===== config.mk =====
export PLATFORM = sky130hd
export DESIGN_NAME = paged_mmu
export DESIGN_NICKNAME = d
export VERILOG_FILES = /design/src/rtl/paged_mmu_pkg.sv /design/src/rtl/paged_mmu_ctrl.sv /design/src/rtl/paged_mmu_dp.sv /design/src/rtl/paged_mmu.sv
export SDC_FILE = /design/constraint.sdc
export NUM_CORES = 2
export LEC_CHECK = 0
export ABC_CLOCK_PERIOD_IN_PS = 17000
export CORE_MARGIN = 5
export CORE_UTILIZATION = 60
export CTS_BUF_LIST = sky130_fd_sc_hd__clkbuf_8
export DETAILED_ROUTE_END_ITERATION = 10
export GPL_TIMING_DRIVEN = 0
export HOLD_SLACK_MARGIN = 0.05
export PLACE_DENSITY = 0.86
export RECOVER_POWER = 50
export SYNTH_ARGS = -nofsm -noshare
export SYNTH_HDL_FRONTEND = slang
export SYNTH_SLANG_ARGS = --single-unit

===== constraint.sdc =====
create_clock -name clk -period 17 [get_ports clk]
set_clock_uncertainty 0.2 [all_clocks]
set_input_delay 2.55 -clock clk [delete_from_list [all_inputs] [get_ports clk]]
set_output_delay 2.55 -clock clk [all_outputs]
set_load 0.005 [all_outputs]

===== src/rtl/paged_mmu_pkg.sv =====
`timescale 1ns/1ps
package paged_mmu_pkg;
  localparam int ADDR_W    = 22;
  localparam int WORD_W    = 16;
  localparam int MODES     = 3;
  localparam int SPACES    = 2;
  localparam int PAGE_BITS = 3;
  localparam int PAGES     = 1 << PAGE_BITS;
  localparam int CFG_W     = 6;
  localparam int MAP22_BIT = 4;

  // Block bases of the per-level slot windows (byte addresses, 64-byte blocks)
  localparam logic [ADDR_W-1:0] KERN_BLK = 22'o17772300;
  localparam logic [ADDR_W-1:0] SUPV_BLK = 22'o17772200;
  localparam logic [ADDR_W-1:0] USER_BLK = 22'o17777600;
  localparam logic [ADDR_W-1:0] CFG_ADDR = 22'o17772516;

  typedef struct packed {
    logic                 regHit;
    logic                 cfgSel;
    logic                 wrStrobe;
    logic [1:0]           regMode;
    logic                 regSpace;
    logic                 regIsBase;
    logic [PAGE_BITS-1:0] regPage;
    logic [1:0]           xMode;
    logic                 xSpace;
    logic                 xIllegal;
  } mmu_strobe_t;
endpackage


===== src/rtl/paged_mmu_ctrl.sv =====
`timescale 1ns/1ps
module paged_mmu_ctrl
  import paged_mmu_pkg::*;
(
  input  logic [ADDR_W-1:0] regAddr,
  input  logic              regWrEn,
  input  logic [1:0]        curMode,
  input  logic              dataRef,
  input  logic [2:0]        dspaceEn,
  output mmu_strobe_t       strobe
);
  logic [ADDR_W-7:0] blkAddr;
  logic              useDataSet;

  assign blkAddr = regAddr[ADDR_W-1:6];

  always_comb begin
    strobe = '0;
    useDataSet = 1'b0;
    // register port decode
    if (regAddr == CFG_ADDR) begin
      strobe.regHit = 1'b1;
      strobe.cfgSel = 1'b1;
    end else if (!regAddr[0]) begin
      if (blkAddr == KERN_BLK[ADDR_W-1:6]) begin
        strobe.regHit  = 1'b1;
        strobe.regMode = 2'd0;
      end else if (blkAddr == SUPV_BLK[ADDR_W-1:6]) begin
        strobe.regHit  = 1'b1;
        strobe.regMode = 2'd1;
      end else if (blkAddr == USER_BLK[ADDR_W-1:6]) begin
        strobe.regHit  = 1'b1;
        strobe.regMode = 2'd2;
      end
    end
    strobe.regIsBase = regAddr[5];
    strobe.regSpace  = regAddr[4];
    strobe.regPage   = regAddr[PAGE_BITS:1];
    strobe.wrStrobe  = regWrEn & strobe.regHit;

    // translation select
    case (curMode)
      2'b00: begin strobe.xMode = 2'd0; useDataSet = dspaceEn[2]; end
      2'b01: begin strobe.xMode = 2'd1; useDataSet = dspaceEn[1]; end
      2'b11: begin strobe.xMode = 2'd2; useDataSet = dspaceEn[0]; end
      default: begin strobe.xMode = 2'd0; strobe.xIllegal = 1'b1; end
    endcase
    strobe.xSpace = dataRef & useDataSet;
  end
endmodule


===== src/rtl/paged_mmu_dp.sv =====
`timescale 1ns/1ps
module paged_mmu_dp
  import paged_mmu_pkg::*;
#(
  parameter int VA_W       = 16,
  parameter int PA_W       = 22,
  parameter int SHORT_PA_W = 18,
  parameter int BASE_SHIFT = 6
)(
  input  logic              clk,
  input  logic              rstN,
  input  mmu_strobe_t       strobe,
  input  logic [WORD_W-1:0] regWdata,
  input  logic [VA_W-1:0]   va,
  input  logic              isWrite,
  output logic [WORD_W-1:0] regRdata,
  output logic [CFG_W-1:0]  cfgWord,
  output logic [PA_W-1:0]   pa,
  output logic              fault
);
  localparam int NREG  = MODES * SPACES * PAGES;
  localparam int IDX_W = 2 + 1 + PAGE_BITS;
  localparam int OFFS_W = VA_W - PAGE_BITS;
  localparam logic [PA_W-1:0] SHORT_MASK = PA_W'((64'd1 << SHORT_PA_W) - 64'd1);

  logic [WORD_W-1:0] baseFlat [NREG];
  logic [WORD_W-1:0] descFlat [NREG];
  logic [CFG_W-1:0]  cfgQ;

  // one storage pair per slot
  for (genvar gm = 0; gm < MODES; gm++) begin : gMode
    for (genvar gs = 0; gs < SPACES; gs++) begin : gSpace
      for (genvar gp = 0; gp < PAGES; gp++) begin : gPage
        localparam int IDX = (gm * SPACES + gs) * PAGES + gp;
        logic [WORD_W-1:0] baseQ;
        logic [WORD_W-1:0] descQ;
        logic              slotSel;
        assign slotSel = strobe.wrStrobe && !strobe.cfgSel &&
                         strobe.regMode == 2'(gm) && strobe.regSpace == 1'(gs) &&
                         strobe.regPage == PAGE_BITS'(gp);
        always_ff @(posedge clk or negedge rstN) begin
          if (!rstN) begin
            baseQ <= '0;
            descQ <= '0;
          end else if (slotSel) begin
            if (strobe.regIsBase) baseQ <= regWdata;
            else                  descQ <= regWdata;
          end
        end
        assign baseFlat[IDX] = baseQ;
        assign descFlat[IDX] = descQ;
      end
    end
  end

  always_ff @(posedge clk or negedge rstN) begin
    if (!rstN)                                cfgQ <= '0;
    else if (strobe.wrStrobe && strobe.cfgSel) cfgQ <= regWdata[CFG_W-1:0];
  end
  assign cfgWord = cfgQ;

  // register read path
  logic [IDX_W-1:0] rdIdx;
  assign rdIdx = {strobe.regMode, strobe.regSpace, strobe.regPage};

  always_comb begin
    regRdata = '0;
    if (strobe.cfgSel)
      regRdata = {{(WORD_W-CFG_W){1'b0}}, cfgQ};
    else if (strobe.regHit)
      regRdata = strobe.regIsBase ? baseFlat[rdIdx] : descFlat[rdIdx];
  end

  // translation path
  logic [IDX_W-1:0]  xIdx;
  logic [WORD_W-1:0] xBase;
  logic [1:0]        xAcc;
  logic [PA_W-1:0]   fullPa;

  assign xIdx   = {strobe.xMode, strobe.xSpace, va[VA_W-1 -: PAGE_BITS]};
  assign xBase  = baseFlat[xIdx];
  assign xAcc   = descFlat[xIdx][2:1];
  assign fullPa = PA_W'({xBase, {BASE_SHIFT{1'b0}}}) + PA_W'(va[OFFS_W-1:0]);

  always_comb begin
    if (strobe.xIllegal)       pa = '0;
    else if (cfgQ[MAP22_BIT])  pa = fullPa;
    else                       pa = fullPa & SHORT_MASK;
    fault = strobe.xIllegal | !xAcc[0] | (!xAcc[1] & isWrite);
  end
endmodule


===== src/rtl/paged_mmu.sv =====
`timescale 1ns/1ps
module paged_mmu
  import paged_mmu_pkg::*;
#(
  parameter int VA_W       = 16,
  parameter int PA_W       = 22,
  parameter int SHORT_PA_W = 18,
  parameter int BASE_SHIFT = 6
)(
  input  logic              clk,
  input  logic              rstN,
  input  logic [ADDR_W-1:0] regAddr,
  input  logic              regWrEn,
  input  logic [WORD_W-1:0] regWdata,
  output logic [WORD_W-1:0] regRdata,
  output logic              regHit,
  input  logic [1:0]        curMode,
  input  logic              dataRef,
  input  logic [VA_W-1:0]   va,
  input  logic              isWrite,
  output logic [PA_W-1:0]   pa,
  output logic              fault
);
  mmu_strobe_t      strobe;
  logic [CFG_W-1:0] cfgWord;

  paged_mmu_ctrl ctrlI (
    .regAddr (regAddr),
    .regWrEn (regWrEn),
    .curMode (curMode),
    .dataRef (dataRef),
    .dspaceEn(cfgWord[2:0]),
    .strobe  (strobe)
  );

  paged_mmu_dp #(
    .VA_W(VA_W), .PA_W(PA_W), .SHORT_PA_W(SHORT_PA_W), .BASE_SHIFT(BASE_SHIFT)
  ) dpI (
    .clk     (clk),
    .rstN    (rstN),
    .strobe  (strobe),
    .regWdata(regWdata),
    .va      (va),
    .isWrite (isWrite),
    .regRdata(regRdata),
    .cfgWord (cfgWord),
    .pa      (pa),
    .fault   (fault)
  );

  assign regHit = strobe.regHit;
endmodule


==> flow_metrics.env <==
export IMPL_place_gp_congestion=1.06
export IMPL_grt_pass1_wl_mm=437
export IMPL_yosysTopAreaCell="dfrtp_1"
export IMPL_fin_hold_ws_ps=303
export IMPL_worstMarginPinSlew_ps=8590
export IMPL_power_density_mw_per_mm2=88.1
export IMPL_htree_levels=4
export IMPL_netlist_top_cells_count="mux2_2 (1543), dfrtp_1 (1542), mux4_2 (665)"
export IMPL_fin_util_pct=66.9
export IMPL_violations="max-capacitance violations, max-slew violations"
export IMPL_synth_distinct_cells=72
export IMPL_drive_above_1_share_pct=54.0
export IMPL_tns_ps=0
export IMPL_syn_inst=4820
export IMPL_nets=5224
export IMPL_row_count=132
export IMPL_grt_overflow=0
export IMPL_postCtsSetupBuffers=0
export IMPL_grt_pass1_vias=55626
export IMPL_outcome="finished, violations left"
export IMPL_place_area_mm2=0.0816
export IMPL_viasPerCell=7.99
export IMPL_yosysTopAreaCellShare_pct=49.3
export IMPL_use_met3_pct=30.0
export IMPL_initial_core_util_pct=60.4
export IMPL_die_area_mm2=0.138
export IMPL_crit_type="in -> async"
export IMPL_syn_avg_cell_area_um2=16.2
export IMPL_first_iter_violations=10676
export IMPL_fin_crit_sh_pct=71.5
export IMPL_grt_met2_usage_pct=60.1
export IMPL_crit_path_start_kind="primary input"
export IMPL_use_met1_pct=56.3
export IMPL_fmax_ghz=0.0823
export IMPL_yosys_warnings=0
export IMPL_grt_max_degree=182
export IMPL_dp_slack_ps=5140
export IMPL_die_x_um=371
export IMPL_clock_sinks=1542
export IMPL_area_delta_synth_final_pct=10.8
export IMPL_vias=56888
export IMPL_path_max_fanout=181
export IMPL_p_leak_nw=40.8
export IMPL_slew_viol_final=664
export IMPL_cts_buffers=237
export IMPL_placedCellCount=6652
export IMPL_stdcell_area_mm2=0.0868
export IMPL_wl_per_cell_um=45.3
export IMPL_postLayoutSetupSlackWorst_ps=4850
export IMPL_syn_cell_area_mm2=0.0783
export IMPL_cts_tree="done"
export IMPL_port_buffers=79
export IMPL_synth_area_leaders="dfrtp_1 (49%), mux2_2 (22%), mux4_2 (19%)"
export IMPL_ys_ff_latch=1542
export IMPL_final_antenna_net_count=0
export IMPL_synthArstFlopShare_pct=100
export IMPL_rsz0062_at_grt="false"
export IMPL_yosysMostFrequentCell="mux2_2"
export IMPL_required_ps=17000
export IMPL_ir_worst_vdd_v=0.0000895
export IMPL_synth_flop_cell="dfrtp_1"
export IMPL_busiest_layer="met2"
export IMPL_core_mm2=0.130
export IMPL_dp_hpwl_mm=216
export IMPL_fin_cells=7116
export IMPL_drv_cap=26
export IMPL_antenna_found_initial=45
export IMPL_finalHoldViolCount=0
export IMPL_path_clk_slew_ps=60
export IMPL_hold_buffers=0
export IMPL_drc=0
export IMPL_cts_resized=0
export IMPL_syn_nets=4891
export IMPL_finalSetupViolCount=0
export IMPL_dr_pass1_iters=9
export IMPL_track_usage_pct=46.9
export IMPL_finalPower_mw=7.65
export IMPL_pin_count=101
export IMPL_seq_area_frac_synth_pct=49.3
export IMPL_min_path_type="reg -> reg"
export IMPL_fin_crit_ps=12150
export IMPL_synth_edf_count=0
export IMPL_maxSlewHeadroom_pct=-473
export IMPL_cts_root_buf="clkbuf_8"
export IMPL_finalWirelength_mm=322
export IMPL_fp_dieH_um=371
export IMPL_worstPathArrival_ps=12150
export IMPL_worstSkewPairLatency_ps=1010
export IMPL_clockBufferDepth=3
export IMPL_worst_setup_path_end_kind="async pin"
[kinds of logic after synthesis]
logic type | after synthesis | synth area share [%]
DFF | 1542 | 49.3
adders and majority gates | 10 | 0.169
buffers and inverters | 480 | 3.22
AOI/OAI and AO/OA | 157 | 1.34
xor gates and xnor gates | 7 | 0.0783
and+or+nand+nor | 316 | 2.07
muxes | 2308 | 43.9
[critical path, cell delays in order]
cell	delay (ps)
clkbuf_1	5860
buf_16	380
clkbuf_2	2750
[placed cells by master (no fill, tap or decap), types with 7 or more instances in the layout]
cell / synthesis / layout
clkinv_2: 0 / 32
bufinv_16: 0 / 10
mux4_1: 61 / 61
ha_1: 9 / 9
mux2_2: 1543 / 1543
nor2_1: 104 / 110
dfrtp_1: 1542 / 1542
buf_6: 15 / 16
nand2b_1: 7 / 7
a31oi_1: 8 / 8
a21oi_1: 35 / 35
nor2_2: 44 / 38
clkbuf_8: 9 / 317
mux4_2: 665 / 665
buf_2: 118 / 124
buf_4: 69 / 69
mux2i_1: 39 / 39
nand3b_1: 8 / 8
or2_2: 7 / 7
nor3_1: 19 / 19
nand3_1: 11 / 11
nand4_1: 7 / 7
o22ai_1: 24 / 24
o21ai_0: 26 / 26
nand2_1: 56 / 56
diode_2: 0 / 26
a211oi_1: 18 / 18
clkbuf_2: 2 / 21
or3_1: 9 / 9
and2_1: 11 / 10
inv_1: 7 / 80
clkbuf_1: 236 / 224
buf_16: 0 / 9
clkdlybuf4s50_1: 0 / 75
[sequential cells by signal (all words and copies together) (netlist names)]
signal	cells
dpI.gMode.gSpace.gPage.descQ	768
dpI.cfgWord	6
dpI.gMode.gSpace.gPage.baseQ	768
[power by group]
group / leakage (nW) / switching [mW] / internal (mW)
clock network: 2.91 / 1.60 / 1.77
registers: 21.6 / 0.0000188 / 3.67
logic: 16.4 / 0.477 / 0.133
total: 40.8 / 2.07 / 5.57
[routing by layer]
layer	share of wire [%]	vias up
met3	20	1779
met5	0.22	-
met4	9.8	39
met1	32	29286
met2	39	6475
li1	-	19309
[cell type report]
cell class,count,area (µm²)
tap,1742,2180
clock buffer,308,4240
buffer,472,2520
multi-input combinational,2798,37200
clock inverter,126,838
sequential,1542,38600
inverter,8,30.0
timing repair buffer,94,1100
antenna,26,65.1
fill,8600,42900
[worst paths after layout]
path,depth (start not counted),end,slack [ps],start
setup / recovery,3,dpI.gMode[2].gSpace[0].gPage[4].descQ[11],4850,rstN
setup reg to reg,1,dpI.cfgWord[0],15790,dpI.cfgWord[0]
max in group clk,19,pa[20],5080,va[14]
hold / removal,1,dpI.gMode[2].gSpace[0].gPage[2].descQ[15],300,dpI.gMode[2].gSpace[0].gPage[2].descQ[15]
hold reg to reg,1,dpI.gMode[2].gSpace[0].gPage[2].descQ[15],300,dpI.gMode[2].gSpace[0].gPage[2].descQ[15]
min in group asynchronous,1,dpI.gMode[0].gSpace[0].gPage[3].descQ[4],4660,rstN
Note: power is estimated with default switching activity, not from simulation.
